## config.mk

```make
export PLATFORM = sky130hd
export DESIGN_NAME = flash_prog_port
export DESIGN_NICKNAME = d
export VERILOG_FILES = /design/src/rtl/flash_prog_pkg.sv /design/src/rtl/fp_sync.sv /design/src/rtl/fp_strobe_det.sv /design/src/rtl/fp_addr_asm.sv /design/src/rtl/fp_write_seq.sv /design/src/rtl/flash_prog_port.sv
export SDC_FILE = /design/constraint.sdc
export NUM_CORES = 1
export LEC_CHECK = 0
export BUFFER_PORTS_ARGS = -buffer_cell sky130_fd_sc_hd__buf_2
export CORE_MARGIN = 3
export CORE_UTILIZATION = 54
export CTS_BUF_LIST = sky130_fd_sc_hd__clkbuf_4 sky130_fd_sc_hd__clkbuf_8
export DETAILED_ROUTE_END_ITERATION = 16
export PLACE_DENSITY = 0.95
export SYNTH_ARGS = -nofsm -noshare
export SYNTH_HDL_FRONTEND = slang
export SYNTH_SLANG_ARGS = --single-unit
```

## constraint.sdc

```tcl
create_clock -name clk -period 2.8 [get_ports clk]
set_input_delay 0.28 -clock clk [delete_from_list [all_inputs] [get_ports clk]]
set_output_delay 0.28 -clock clk [all_outputs]
set_load 0.01 [all_outputs]
```

## src/rtl/flash_prog_pkg.sv

```systemverilog
package flash_prog_pkg;

    localparam int ADDR_W = 17;
    localparam int DATA_W = 8;
    localparam int LO_W   = 6;
    localparam int MID_W  = 6;
    localparam int HI_W   = ADDR_W - LO_W - MID_W;
    localparam int SEL_W  = 2;

    typedef enum logic [SEL_W-1:0] {
        SEL_ADDR = 2'b00,
        SEL_DATA = 2'b01,
        SEL_CTRL = 2'b10,
        SEL_NONE = 2'b11
    } host_sel_e;

    typedef enum logic [1:0] {
        CH_LO   = 2'b00,
        CH_MID  = 2'b01,
        CH_HI   = 2'b10,
        CH_SKIP = 2'b11
    } chunk_e;

    typedef enum logic [1:0] {
        WS_IDLE,
        WS_SETUP,
        WS_PULSE,
        WS_HOLD
    } wr_state_e;

    typedef struct packed {
        host_sel_e          sel;
        logic [DATA_W-1:0]  data;
    } host_xfer_t;

    // Replace the address slice that the byte's tag selects.
    function automatic logic [ADDR_W-1:0] merge_chunk(
        input logic [ADDR_W-1:0] cur,
        input logic [DATA_W-1:0] b
    );
        logic [ADDR_W-1:0] r;
        r = cur;
        case (chunk_e'(b[DATA_W-1 -: 2]))
            CH_LO:   r[LO_W-1:0]                = b[LO_W-1:0];
            CH_MID:  r[LO_W+MID_W-1:LO_W]       = b[MID_W-1:0];
            CH_HI:   r[ADDR_W-1:LO_W+MID_W]     = b[HI_W-1:0];
            default: r = cur;
        endcase
        return r;
    endfunction

endpackage

```

## src/rtl/fp_sync.sv

```systemverilog
module fp_sync #(
    parameter int WIDTH  = 1,
    parameter int STAGES = 2
) (
    input  logic             clk,
    input  logic             rst,
    input  logic [WIDTH-1:0] d,
    output logic [WIDTH-1:0] q
);
    logic [WIDTH-1:0] stg [STAGES];

    always_ff @(posedge clk) begin
        if (rst) stg[0] <= '0;
        else     stg[0] <= d;
    end

    for (genvar i = 1; i < STAGES; i++) begin : g_stage
        always_ff @(posedge clk) begin
            if (rst) stg[i] <= '0;
            else     stg[i] <= stg[i-1];
        end
    end

    assign q = stg[STAGES-1];
endmodule

```

## src/rtl/fp_strobe_det.sv

```systemverilog
module fp_strobe_det #(
    parameter int STAGES = 2
) (
    input  logic clk,
    input  logic rst,
    input  logic host_cs,
    input  logic host_reset,
    output logic cs_rise,
    output logic reset_s
);
    logic [1:0] raw;
    logic [1:0] synced;
    logic       cs_prev;

    assign raw = {host_reset, host_cs};

    fp_sync #(.WIDTH(2), .STAGES(STAGES)) u_sync (
        .clk (clk),
        .rst (rst),
        .d   (raw),
        .q   (synced)
    );

    always_ff @(posedge clk) begin
        if (rst) cs_prev <= 1'b0;
        else     cs_prev <= synced[0];
    end

    assign cs_rise = synced[0] & ~cs_prev;
    assign reset_s = synced[1];
endmodule

```

## src/rtl/fp_addr_asm.sv

```systemverilog
module fp_addr_asm
    import flash_prog_pkg::*;
(
    input  logic              clk,
    input  logic              rst,
    input  logic              load,
    input  logic [DATA_W-1:0] chunk_byte,
    output logic [ADDR_W-1:0] addr_q
);
    always_ff @(posedge clk) begin
        if (rst)       addr_q <= '0;
        else if (load) addr_q <= merge_chunk(addr_q, chunk_byte);
    end
endmodule

```

## src/rtl/fp_write_seq.sv

```systemverilog
module fp_write_seq
    import flash_prog_pkg::*;
#(
    parameter int WE_CYCLES = 3
) (
    input  logic              clk,
    input  logic              rst,
    input  logic              start,
    input  logic [DATA_W-1:0] data_in,
    output logic [DATA_W-1:0] dq,
    output logic              we_n,
    output logic              busy
);
    localparam int CNT_W = (WE_CYCLES > 1) ? $clog2(WE_CYCLES) : 1;
    localparam logic [CNT_W-1:0] CNT_LAST = CNT_W'(WE_CYCLES - 1);

    wr_state_e        state;
    logic [CNT_W-1:0] cnt;

    always_ff @(posedge clk) begin
        if (rst) begin
            state <= WS_IDLE;
            cnt   <= '0;
            dq    <= '0;
        end else begin
            case (state)
                WS_IDLE: if (start) begin
                    dq    <= data_in;
                    state <= WS_SETUP;
                end
                WS_SETUP: begin
                    cnt   <= CNT_LAST;
                    state <= WS_PULSE;
                end
                WS_PULSE: begin
                    if (cnt == '0) state <= WS_HOLD;
                    else           cnt   <= cnt - 1'b1;
                end
                default: state <= WS_IDLE;
            endcase
        end
    end

    assign we_n = (state != WS_PULSE);
    assign busy = (state != WS_IDLE);
endmodule

```

## src/rtl/flash_prog_port.sv

```systemverilog
module flash_prog_port
    import flash_prog_pkg::*;
#(
    parameter int WE_CYCLES   = 3,
    parameter int SYNC_STAGES = 2
) (
    input  logic              clk,
    input  logic              rst,
    input  logic              host_reset,
    input  logic              host_cs,
    input  logic [SEL_W-1:0]  host_sel,
    input  logic [DATA_W-1:0] host_data,
    input  logic [ADDR_W-1:0] vid_addr,
    output logic              prog_mode,
    output logic [ADDR_W-1:0] rom_addr,
    output logic [DATA_W-1:0] rom_dq,
    output logic              rom_dq_en,
    output logic              rom_we_n,
    output logic              rom_oe_n
);
    host_xfer_t        xfer;
    logic              cs_rise;
    logic              reset_s;
    logic              wr_busy;
    logic [ADDR_W-1:0] addr_q;
    logic              addr_load;
    logic              wr_start;

    assign xfer = '{sel: host_sel_e'(host_sel), data: host_data};

    fp_strobe_det #(.STAGES(SYNC_STAGES)) u_strobe (
        .clk        (clk),
        .rst        (rst),
        .host_cs    (host_cs),
        .host_reset (host_reset),
        .cs_rise    (cs_rise),
        .reset_s    (reset_s)
    );

    // Mode bit: writable only under host reset, dropped when it is released.
    always_ff @(posedge clk) begin
        if (rst || !reset_s)                         prog_mode <= 1'b0;
        else if (cs_rise && xfer.sel == SEL_CTRL)    prog_mode <= xfer.data[0];
    end

    assign addr_load = cs_rise && prog_mode && (xfer.sel == SEL_ADDR);
    assign wr_start  = cs_rise && prog_mode && (xfer.sel == SEL_DATA) && !wr_busy;

    fp_addr_asm u_addr (
        .clk        (clk),
        .rst        (rst),
        .load       (addr_load),
        .chunk_byte (xfer.data),
        .addr_q     (addr_q)
    );

    fp_write_seq #(.WE_CYCLES(WE_CYCLES)) u_wr (
        .clk     (clk),
        .rst     (rst),
        .start   (wr_start),
        .data_in (xfer.data),
        .dq      (rom_dq),
        .we_n    (rom_we_n),
        .busy    (wr_busy)
    );

    assign rom_addr  = prog_mode ? addr_q : vid_addr;
    assign rom_dq_en = prog_mode;
    assign rom_oe_n  = prog_mode | ~rom_we_n;
endmodule

```

==> metrics <==
worst setup margin 0.9370 ns; Seq/Total Area, Yosys 44.48%; Initial Utilization 60.30%; DRC errors left 0; worst-path fanout max 22; DRT Pass-1 Iters 2; distinct cell type count after synthesis 24; final setup fails 0; cells after synthesis 149; global-route wire length before repair 5278 um; nets@finish 242; status completed; Syn Nets 184; hold buffers post-CTS 0; f_max 536.8 MHz; row count 18; post_cts resized 0; DRT iter0 DRCs 16; top post-synthesis cells by area dfxtp_1, mux2i_1, mux2_2; CORE AREA 2613 sq um; port bufs 59; top cell type's share of synthesized area 44.48%; CTS H-tree lvls 2; Detail Route Antenna Nets 0; Seq cells post-synth 35; I/O pins 60; synthesized area per cell 10.57 sq um; crit end category register; CTS max path bufs 2; Finished Core Util 73.08%; Fin Hold WS 0.1573 ns; max-cap check violation count 0; Yosys warning total 0; Yosys top cell by area dfxtp_1; Final Instance Area 1909 sq um; Clock Pin Slew Worst Setup and Hold Paths 0.09 ns; post-CTS setup repair buffer count 0; LEAKAGE 0.9280 nW; Routed WL per cell 14.49 um; critical path class register to register; routability cong. 0.6780; Die Y 60.01 um; post-route minimum period 1.863 ns; CTS Buf Count 5; placed cell areas 1864 sq um; Power Dens Cells 465.3 nW/um^2; vias after detailed routing 1212; CTS tree yes; worst reg-to-reg path cell count 5; Hold Path Class input port to register; WP data arrival 2.06 ns; DP Wirelength 2473 um; DR vias/cell 5.136; hold path depth 2; Total GRT Usage 19.98%; largest net degree at the start of global routing 37; grt total ovfl 0; Detailed Route WL 3419 um; area of the mapped netlist 1575 sq um; Req. time, crit path 3.00 ns; most common cell after layout, fill and taps aside buf_2; dpl ws 1.033 ns; Least-Margin Pin Slew 0.6072 ns; Hold Vio Cnt, Final 0; synthesis-to-layout area growth 21.21%; Startpoint Class register; most frequent cells in the layout buf_2, dfxtp_1, mux2i_1, nor2_1, mux2_2; worst-skew pair later-pin latency 0.34 ns; relative slew slack 59.52%; die area 3601 sq um; Final Cycle Share 66.54%; Root Driver clkbuf_4; layout cell share with drive strength beyond 1 42.23%; CTS Sinks 35; Die X 60.01 um; TNS Setup 0 ns; Peak VDD IR 421.5 uV; Slew Limit Fails 0; Layout fillers 198; diodes inserted 0; Final Skew 0.007810 ns; RSZ-0062 raised after global routing false; vias in the first global route 1123; antenna violations before repair 0
[metal layers]
layer	routed length [um]	vias up	GRT usage, %
met5	0	-	0
met4	44	0	5.696
met3	190	5	6.695
met2	1707	29	33.49
met1	1476	560	24.17
li1	-	618	-
[critical path: stages, from the launching register on]
cell and delay (ns):
dfxtp_1 0.32, buf_4 0.26, and2b_1 0.26, and4_1 0.51, mux2i_1 0.29, nor2_1 0.08
[synth_stat cells]
cell type and count:
dfxtp_1 35, mux2i_1 28, nor2_1 28, mux2_2 17
nor2b_1 6, inv_1 5, clkbuf_1 4, ha_1 4
a21oi_1 2, and2b_1 2, buf_2 2, buf_4 2
nand2b_1 2, nand4b_2 2, a221oi_1 1, and4_1 1
and4bb_1 1, buf_6 1, nand2_1 1, nand3_1 1
nor3b_1 1, nor3b_2 1, o21a_1 1, or2_2 1
[area by class of cell]
class / instances / area (sq um) / share of cell area, %
clock buffer: 6 / 45.04 / 2.359
inverter: 5 / 18.77 / 0.9830
multi-input combinational: 100 / 804.5 / 42.14
sequential: 35 / 700.7 / 36.70
tap: 30 / 37.54 / 1.966
timing repair buffer: 60 / 302.8 / 15.86
[through the flow]
step	instances	total power, mW
3_5_place_dp	230	0.6442
4_1_cts	236	0.8888
5_1_grt	236	0.9226
6_report	236	0.8883
2_1_floorplan	149	0.5962
3_3_place_gp	230	0.6419
[path summary, 6_finish.rpt]
| check | from | endpoint | slack (ns) |
|---|---|---|---|
| max reg2reg | prog_mode$_SDFFE_PP0P_ | u_wr.dq[2]$_SDFFE_PP0P_ | 0.94 |
| min reg2reg | u_strobe.u_sync.stg[0][1]$_SDFF_PP0_ | u_strobe.u_sync.stg[1][1]$_SDFF_PP0_ | 0.46 |
| min | host_reset | u_strobe.u_sync.stg[0][1]$_SDFF_PP0_ | 0.16 |
| max | prog_mode$_SDFFE_PP0P_ | u_wr.dq[2]$_SDFFE_PP0P_ | 0.94 |
[flip-flops by register name (all words and copies together), names as in the netlist]
name                 flops
prog_mode                1
u_addr.addr_q           17
u_strobe.cs_prev         1
u_strobe.u_sync.stg      4
u_wr.cnt                 2
u_wr.dq                  8
u_wr.state               2
[logic make-up after synthesis]
group / synth area share (%)
compound gates: 1.668
fa+ha+maj: 3.177
buf+inv: 4.448
flops: 44.48
mux: 29.94
simple gates: 16.28
[where the power goes]
group / switching, mW / internal, mW
clock network: 0.155 / 0.0989
logic: 0.0593 / 0.0585
registers: 0.00624 / 0.510
total: 0.221 / 0.667
Note: power is estimated with default switching activity, not from simulation.
